--- config.mk ---
export PLATFORM = sky130hd
export DESIGN_NAME = dac_dbuf_front
export DESIGN_NICKNAME = d
export VERILOG_FILES = /design/src/rtl/dac_fe_pkg.sv /design/src/rtl/dac_fe_ctrl.sv /design/src/rtl/dac_fe_bus_map.sv /design/src/rtl/dac_fe_in_latch.sv /design/src/rtl/dac_fe_conv_reg.sv /design/src/rtl/dac_dbuf_front.sv
export SDC_FILE = /design/constraint.sdc
export NUM_CORES = 1
export LEC_CHECK = 0
export BUFFER_PORTS_ARGS = -buffer_cell sky130_fd_sc_hd__buf_4
export CAP_MARGIN = 20
export CELL_PAD_IN_SITES_DETAIL_PLACEMENT = 1
export CELL_PAD_IN_SITES_GLOBAL_PLACEMENT = 2
export CORE_UTILIZATION = 28
export DETAILED_ROUTE_END_ITERATION = 6
export PLACE_DENSITY_LB_ADDON = 0.25
export SLEW_MARGIN = 25
export SYNTH_ARGS = -nofsm -noshare
export SYNTH_HDL_FRONTEND = slang
export SYNTH_SLANG_ARGS = --single-unit
export TNS_END_PERCENT = 30
--- constraint.sdc ---
create_clock -name clk -period 0.8 [get_ports clk]
set_input_delay 0.04 -clock clk [delete_from_list [all_inputs] [get_ports clk]]
set_output_delay 0.04 -clock clk [all_outputs]
set_load 0.02 [all_outputs]
--- src/rtl/dac_fe_pkg.sv ---
package dac_fe_pkg;

  // Kind of input-latch load decoded from the strobes on one edge
  typedef enum logic [1:0] {
    LD_HOLD = 2'd0,
    LD_LOW  = 2'd1,
    LD_FULL = 2'd2
  } ld_kind_e;

  function automatic ld_kind_e decode_load(input logic cs_n, input logic wr_n,
                                           input logic byte_hi);
    if (cs_n || wr_n) return LD_HOLD;
    return byte_hi ? LD_FULL : LD_LOW;
  endfunction

  function automatic logic decode_xfer(input logic cs_n, input logic wr_n,
                                       input logic xfer_n, input logic byte_hi);
    return !cs_n && !wr_n && !xfer_n && !byte_hi;
  endfunction

endpackage

--- src/rtl/dac_fe_ctrl.sv ---
module dac_fe_ctrl
  import dac_fe_pkg::*;
(
  input  logic cs_n,
  input  logic wr_n,
  input  logic xfer_n,
  input  logic byte_hi,
  output logic ld_full,
  output logic ld_low,
  output logic xfer_go
);
  ld_kind_e kind;

  always_comb begin
    kind    = decode_load(cs_n, wr_n, byte_hi);
    ld_full = (kind == LD_FULL);
    ld_low  = (kind == LD_LOW);
    xfer_go = decode_xfer(cs_n, wr_n, xfer_n, byte_hi);
  end
endmodule

--- src/rtl/dac_fe_bus_map.sv ---
module dac_fe_bus_map #(
  parameter int CODE_W = 10,
  parameter int HI_W   = 8,
  parameter int BUS_W  = 8
) (
  input  logic [BUS_W-1:0]       bus_data,
  output logic [HI_W-1:0]        hi_in,
  output logic [CODE_W-HI_W-1:0] lo_in
);
  localparam int LO_W = CODE_W - HI_W;

  generate
    if (BUS_W >= CODE_W) begin : g_wide
      // One write carries the whole left-justified word
      logic [CODE_W-1:0] word;
      assign word  = bus_data[BUS_W-1 -: CODE_W];
      assign hi_in = word[CODE_W-1 -: HI_W];
      assign lo_in = word[LO_W-1:0];
    end else begin : g_byte
      // Upper section from the whole byte, lower section from its top lines
      assign hi_in = bus_data[BUS_W-1 -: HI_W];
      assign lo_in = bus_data[BUS_W-1 -: LO_W];
    end
  endgenerate
endmodule

--- src/rtl/dac_fe_in_latch.sv ---
module dac_fe_in_latch #(
  parameter int CODE_W = 10,
  parameter int HI_W   = 8
) (
  input  logic                   clk,
  input  logic                   rst_n,
  input  logic                   ld_full,
  input  logic                   ld_low,
  input  logic [HI_W-1:0]        hi_in,
  input  logic [CODE_W-HI_W-1:0] lo_in,
  output logic [CODE_W-1:0]      latch_word,
  output logic [CODE_W-1:0]      latch_next
);
  localparam int LO_W = CODE_W - HI_W;

  logic [HI_W-1:0] hi_q, hi_d;
  logic [LO_W-1:0] lo_q, lo_d;

  always_comb begin
    hi_d = ld_full ? hi_in : hi_q;
    lo_d = (ld_full || ld_low) ? lo_in : lo_q;
  end

  always_ff @(posedge clk or negedge rst_n) begin
    if (!rst_n) begin
      hi_q <= '0;
      lo_q <= '0;
    end else begin
      hi_q <= hi_d;
      lo_q <= lo_d;
    end
  end

  assign latch_word = {hi_q, lo_q};
  assign latch_next = {hi_d, lo_d};

  AST_IDLE_HOLDS: assert property (@(posedge clk) disable iff (!rst_n)
    (!ld_full && !ld_low) |=> $stable(latch_word));
  AST_LOW_KEEPS_UPPER: assert property (@(posedge clk) disable iff (!rst_n)
    ld_low |=> $stable(hi_q));
  AST_FULL_TAKES_BUS: assert property (@(posedge clk) disable iff (!rst_n)
    ld_full |=> (hi_q == $past(hi_in)) && (lo_q == $past(lo_in)));
endmodule

--- src/rtl/dac_fe_conv_reg.sv ---
module dac_fe_conv_reg #(
  parameter int CODE_W = 10
) (
  input  logic              clk,
  input  logic              rst_n,
  input  logic              xfer_go,
  input  logic [CODE_W-1:0] latch_next,
  output logic [CODE_W-1:0] code
);
  always_ff @(posedge clk or negedge rst_n) begin
    if (!rst_n)       code <= '0;
    else if (xfer_go) code <= latch_next;
  end

  AST_CODE_HOLDS: assert property (@(posedge clk) disable iff (!rst_n)
    !xfer_go |=> $stable(code));
endmodule

--- src/rtl/dac_dbuf_front.sv ---
module dac_dbuf_front #(
  parameter int CODE_W = 10,
  parameter int HI_W   = 8,
  parameter int BUS_W  = 8
) (
  input  logic              clk,
  input  logic              rst_n,
  input  logic              cs_n,
  input  logic              wr_n,
  input  logic              xfer_n,
  input  logic              byte_hi,
  input  logic [BUS_W-1:0]  bus_data,
  output logic [CODE_W-1:0] dac_code
);
  localparam int LO_W = CODE_W - HI_W;

  logic              ld_full, ld_low, xfer_go;
  logic [HI_W-1:0]   hi_in;
  logic [LO_W-1:0]   lo_in;
  logic [CODE_W-1:0] latch_word, latch_next;

  dac_fe_ctrl u_ctrl (
    .cs_n(cs_n), .wr_n(wr_n), .xfer_n(xfer_n), .byte_hi(byte_hi),
    .ld_full(ld_full), .ld_low(ld_low), .xfer_go(xfer_go)
  );

  dac_fe_bus_map #(.CODE_W(CODE_W), .HI_W(HI_W), .BUS_W(BUS_W)) u_map (
    .bus_data(bus_data), .hi_in(hi_in), .lo_in(lo_in)
  );

  dac_fe_in_latch #(.CODE_W(CODE_W), .HI_W(HI_W)) u_latch (
    .clk(clk), .rst_n(rst_n), .ld_full(ld_full), .ld_low(ld_low),
    .hi_in(hi_in), .lo_in(lo_in),
    .latch_word(latch_word), .latch_next(latch_next)
  );

  dac_fe_conv_reg #(.CODE_W(CODE_W)) u_conv (
    .clk(clk), .rst_n(rst_n), .xfer_go(xfer_go),
    .latch_next(latch_next), .code(dac_code)
  );

  AST_XFER_TRACKS_LATCH: assert property (@(posedge clk) disable iff (!rst_n)
    xfer_go |=> (dac_code == latch_word));
  AST_DESELECT_FREEZES: assert property (@(posedge clk) disable iff (!rst_n)
    cs_n |=> $stable(dac_code) && $stable(latch_word));
  AST_FLOW_LOW_BITS: assert property (@(posedge clk) disable iff (!rst_n)
    (!cs_n && !wr_n && !xfer_n && !byte_hi) |=> (dac_code[LO_W-1:0] == $past(lo_in)));
endmodule

==> results of run 1 <==
[final timing paths]
kind | startpoint | end | slack, ps | cells past startpoint
max in group asynchronous | rst_n | u_conv.code[7] | 460 | 2
hold / removal | rst_n | u_conv.code[3] | 140 | 2
min in group clk | xfer_n | u_conv.code[4] | 260 | 4
hold reg to reg | u_latch.hi_q[5] | u_latch.hi_q[5] | 510 | 1
setup / recovery | u_conv.code[6] | dac_code[6] | -90 | 1
setup reg to reg | u_conv.code[6] | u_conv.code[6] | 10 | 1
[metal layers]
metal / vias to the layer above / wire length [um] / track usage, %
li1: 217 / - / -
met1: 234 / 600 / 17.0
met2: 18 / 654 / 19.5
met3: 3 / 100 / 4.39
met4: 0 / 11 / 4.05
met5: - / 0 / 0
[power by group through the flow]
stage	Combinational [mW]	Clock, mW	Sequential (mW)
floorplan	0.224	0	1.46
global placement	0.791	0	1.28
detailed placement	0.800	0	1.29
CTS	0.933	0.597	1.30
global route	0.979	0.636	1.34
finish	0.918	0.557	1.30
[registers in the layout, summed over array words and instances (netlist names)]
signal        flops
u_latch.hi_q      8
u_conv.code      10
[synthesized netlist by cell type]
cell / n
dfrtp_1: 18
mux2_2: 18
nor3b_2: 1
nor4_4: 1
[what timing repair did]
action                                  in CTS  in global routing
endpoints found under the setup margin      10                 13
endpoints found under the hold margin       28                  0
buffers inserted                             0                  0
resized for setup                           10                  0
pin swaps                                    0                  0
hold buffers                                 9                  0
[area by class of cell]
type,count,area (um2),area share (%)
Timing Repair Buffer,36,330,30.3
Tap cell,28,35.0,3.22
Sequential cell,18,450,41.4
Multi-Input combinational cell,20,236,21.7
Clock buffer,4,36.3,3.33
[kinds of logic after synthesis]
kind of cell,synth area share (%)
and+or+nand+nor,4.92
muxes,29.5
DFF,65.6
[cells in the final DEF (no fill, tap or decap)]
cell	netlist	final
nor4_4	1	1
clkbuf_4	0	3
buf_4	0	17
dlygate4sd3_1	0	9
clkbuf_8	0	1
mux2_2	18	18
buf_6	0	10
dfrtp_1	18	18
nor3b_2	1	1
==> out/metrics.yaml, run 1 <==
cp_max_fo: 2
portBuffers: 23
clock-skew-final_ps: 0.957
clockRootBuffer: "clkbuf_4"
slowest_stage: "dfrtp_1"
firstDrtPassIters: 1
report.final.slew_viol_count: 0
clkTransAtPathRegs_ps: 100
grt_max_degree: 19
diodes: 0
stdcell_count: 106
clk_latency_ps: 290
crit_path_start_kind: "register"
vdd_ir_drop_max_uv: 1110
finalWirelength_um: 1370
initial_core_util_pct: 30.5
antenna_found_initial: 0
finalWorstSetupSlack_ps: -90.4
grt_pass1_vias: 513
yosys.area.top_type_share_pct: 65.6
synth_nets: 52
synth.avg_cell_area_um2: 18.1
holdWs_ps: 143
cts_buffers: 3
slew_headroom_pct: 84.6
ys_warn_count: 0
stdcell_area_um2: 1090
maxCapViolCount: 0
vias_per_cell: 4.45
cp_top_family: "flip-flops"
ant_nets: 0
status: "finished with violations"
setup_tns_ps: -745
synth_seq_cells: 18
clock_power_share_pct: 20.1
end_kind: "primary output"
tightest_slew_ps: 231
crit_chain: "buf_6"
ios: 24
finalSetupViolCount: 10
ys_types: 4
max_freq_mhz: 1120
clock_path_buffers: 2
final_util_pct: 48.3
drc: 0
violations: "negative setup slack"
cts_tree: "built"
die_width_um: 51.5
fill_cells: 242
die_area_um2: 2660
crit_arrival_ps: 850
avgRoutedWirePerCell_um: 12.9
fp-row-count: 17
dp_cells: 93
p_leak_nw: 0.493
h-tree-depth: 1
netlist_area_um2: 687
cp_slowest_stage_delay_ps: 420
worstPathRequired_ps: 760
synth_area_leaders: "dfrtp_1 66%, mux2_2 30%, nor4_4 3.1%"
combPwrFrac_pct: 33.1
finalWeightedCongestion: 0.683
netSwitchingFraction_pct: 28.8
grt_setup_unrepaired: "true"
track_usage_pct: 12.8
hp-class: "in -> async"
dp_hpwl_um: 1000
intPower_mw: 1.97
grt_pass1_wl_um: 2400
switchingPower_mw: 0.797
hold_viol: 0
die_height_um: 51.5
path_class: "reg -> out"
synth-seq-area-share_pct: 65.6
power_density_nw_per_um2: 2550
clkSinkCount: 18
synthToLayoutAreaGrowth_pct: 58.5
via_count: 472
drive_gt1_share_pct: 65.4
place_ws_ps: -296
yosysTopAreaCell: "dfrtp_1"
finalPower_mw: 2.77
path_buf_inv: 1
synth_cells: 38
fin_crit_sh_pct: 111
core_um2: 2250
place_area_um2: 925
layout_min_cycle_time_ps: 890
num-nets-final: 93
overflow: 0
seqPwrFrac_pct: 46.7
drt-initial-drc-count: 0
No activity file was read; power rests on OpenSTA's default activity.
==> run 2, diff against run 1 <==
--- a/config.mk
+++ b/config.mk
@@ -5,11 +5,12 @@
 export SDC_FILE = /design/constraint.sdc
 export NUM_CORES = 1
 export LEC_CHECK = 0
+export ABC_AREA = 1
 export BUFFER_PORTS_ARGS = -buffer_cell sky130_fd_sc_hd__buf_4
 export CAP_MARGIN = 20
 export CELL_PAD_IN_SITES_DETAIL_PLACEMENT = 1
 export CELL_PAD_IN_SITES_GLOBAL_PLACEMENT = 2
-export CORE_UTILIZATION = 28
+export CORE_UTILIZATION = 26
 export DETAILED_ROUTE_END_ITERATION = 6
 export PLACE_DENSITY_LB_ADDON = 0.25
 export SLEW_MARGIN = 25
==> run 2 against run 1 <==
Net effect: the flow still finishes with violations (negative setup slack); hold slack worse by 72 ps; clock skew rose by 3.5 ps; via count is 61% higher; sequential share of layout area is 1.8 points lower; largest power group unchanged.
==> out/metrics.yaml, run 2 <==
clock_path_buffers: 2
synth_cells: 109
synth.avg_cell_area_um2: 8.30
grt_pass1_wl_um: 3410
avgRoutedWirePerCell_um: 10.6
track_usage_pct: 13.1
drive_gt1_share_pct: 27.5
path_buf_inv: 1
diodes: 0
cts_buffers: 3
antenna_found_initial: 0
status: "finished with violations"
yosysTopAreaCell: "dfrtp_1"
report.final.slew_viol_count: 0
tightest_slew_ps: 280
drt-initial-drc-count: 7
layout_min_cycle_time_ps: 889
power_density_nw_per_um2: 2070
critPathCapture: "dac_code[3]"
crit_chain: "buf_6"
cp_slowest_stage_delay_ps: 410
crit_arrival_ps: 850
num-nets-final: 157
drc: 0
hold_viol: 0
holdWs_ps: 71.1
die_height_um: 61.0
fin_crit_sh_pct: 111
cp-startpoint: "u_conv.code[3]"
async_flop_share_pct: 100
violations: "negative setup slack"
synth_seq_cells: 20
yosys-top-cells-count: "38 x nand2_1, 20 x dfrtp_1, 19 x inv_1"
ios: 24
die_area_um2: 3720
cp_max_fo: 2
slowest_stage: "dfrtp_1"
h-tree-depth: 1
initial_core_util_pct: 27.1
core_um2: 3340
finalSetupViolCount: 10
path_class: "reg -> out"
dp_hpwl_um: 1500
finalWirelength_um: 1990
finalWeightedCongestion: 0.733
firstDrtPassIters: 4
stdcell_area_um2: 1260
grt_max_degree: 21
die_width_um: 61.0
finalPower_mw: 2.61
clk_latency_ps: 300
reg2reg_from: "u_latch.hi_q[5]"
synth_area_leaders: "dfrtp_1 55%, nand2_1 16%, nand3_1 8.9%"
clock-skew-final_ps: 4.49
r2r_end: "u_latch.hi_q[5]"
final_util_pct: 37.9
synth_nets: 123
synth_edf_count: 0
ys_warn_count: 0
clkSinkCount: 20
final_common_cell: "nand2_1"
grt_setup_unrepaired: "true"
ys_types: 12
min_from: "bus_data[3]"
synth-seq-area-share_pct: 55.3
max_freq_mhz: 1120
synth_most_common_cell: "nand2_1"
crit_path_start_kind: "register"
dp_cells: 180
worstSetupPathDepth: 1
portBuffers: 23
synthFlopType: "dfrtp_1"
netlist_area_um2: 905
worstPathRequired_ps: 760
cp_top_family: "flip-flops"
clkTransAtPathRegs_ps: 110
overflow: 0
place_ws_ps: -78.0
hp-class: "in -> reg"
rrSetupSlack_ps: 20
end_kind: "primary output"
vdd_ir_drop_max_uv: 559
clockRootBuffer: "clkbuf_4"
slew_headroom_pct: 81.3
via_count: 760
maxCapViolCount: 0
top_regs: "u_conv.code x10, u_latch.hi_q x8, u_latch.lo_q x2"
largest_reg_flops: 10
yosys.area.top_type_share_pct: 55.3
setup_tns_ps: -813
final_cell_mix: "38 x nand2_1, 20 x dfrtp_1, 19 x inv_1, 19 x buf_4, 14 x nand3_1"
place_area_um2: 1140
r2r.worst_path.cells: 3
grt_pass1_vias: 823
cts_tree: "built"
largest_register: "u_conv.code"
fp-row-count: 21
ant_nets: 0
stdcell_count: 188
vias_per_cell: 4.04
finalWorstSetupSlack_ps: -88.9
p_leak_nw: 0.690
synthToLayoutAreaGrowth_pct: 39.7
-- run 2: cell count changes after synthesis, sizes merged --
| cell | change |
|---|---|
| nor4 | -1 |
| nand2 | +39 |
| clkinv | +1 |
| and2 | +8 |
| buf | +3 |
| inv | +20 |
| dfrtp | +2 |
| nand3 | +16 |
| nor2 | +2 |
| nor3b | -1 |
| mux2 | -18 |
-- run 2: final cells by class --
type                            count  area, um2
Clock buffer                        4       36.3
Fill cell                         417       2070
Inverter                           21       80.1
Multi-Input combinational cell     65        304
Sequential cell                    20        500
Tap cell                           46       57.6
Timing Repair Buffer               32        285
-- run 2: worst reg2reg max path, cell delays in order (launching register included) --
cell,delay [ps]
dfrtp_1,390
inv_1,60
nand2_1,70
and2_1,160
-- run 2: logic make-up after synthesis --
family	count (synthesis)	synth area share, %
DFF	20	55.3
and+or+nand+nor	65	32.5
buffers and inverters	24	12.2
-- run 2: how the worst min path moves through the flow --
stage / to / cells past startpoint
global route: u_latch.hi_q[0] / 4
global placement: u_latch.hi_q[4] / 1
CTS: u_latch.hi_q[2] / 4
floorplan: u_conv.code[0] / 0
finish: u_latch.hi_q[3] / 4
detailed placement: u_conv.code[8] / 1
-- run 2: power by group --
group          leakage [nW]  internal [mW]  total (mW)  switching [mW]
Clock                0.0210          0.278       0.581           0.303
Combinational         0.438          0.380       0.749           0.369
Sequential            0.231           1.19        1.28          0.0930
-- run 2: timing repair --
action / 4_1_cts / 5_1_grt
setup endpoints to repair: 10 / 12
endpoints found under the hold margin: 22 / 0
gates cloned: 0 / 0
resized for setup: 10 / 2
buffers inserted: 0 / 1
hold buffers: 3 / 0
-- run 2: per-layer routing --
layer | vias up | track usage [%] | share of wire, %
met5 | - | 0 | 0
met4 | 0 | 7.79 | 0.90
met3 | 2 | 1.92 | 2.3
met2 | 13 | 23.2 | 54
met1 | 358 | 14.8 | 43
li1 | 387 | - | -
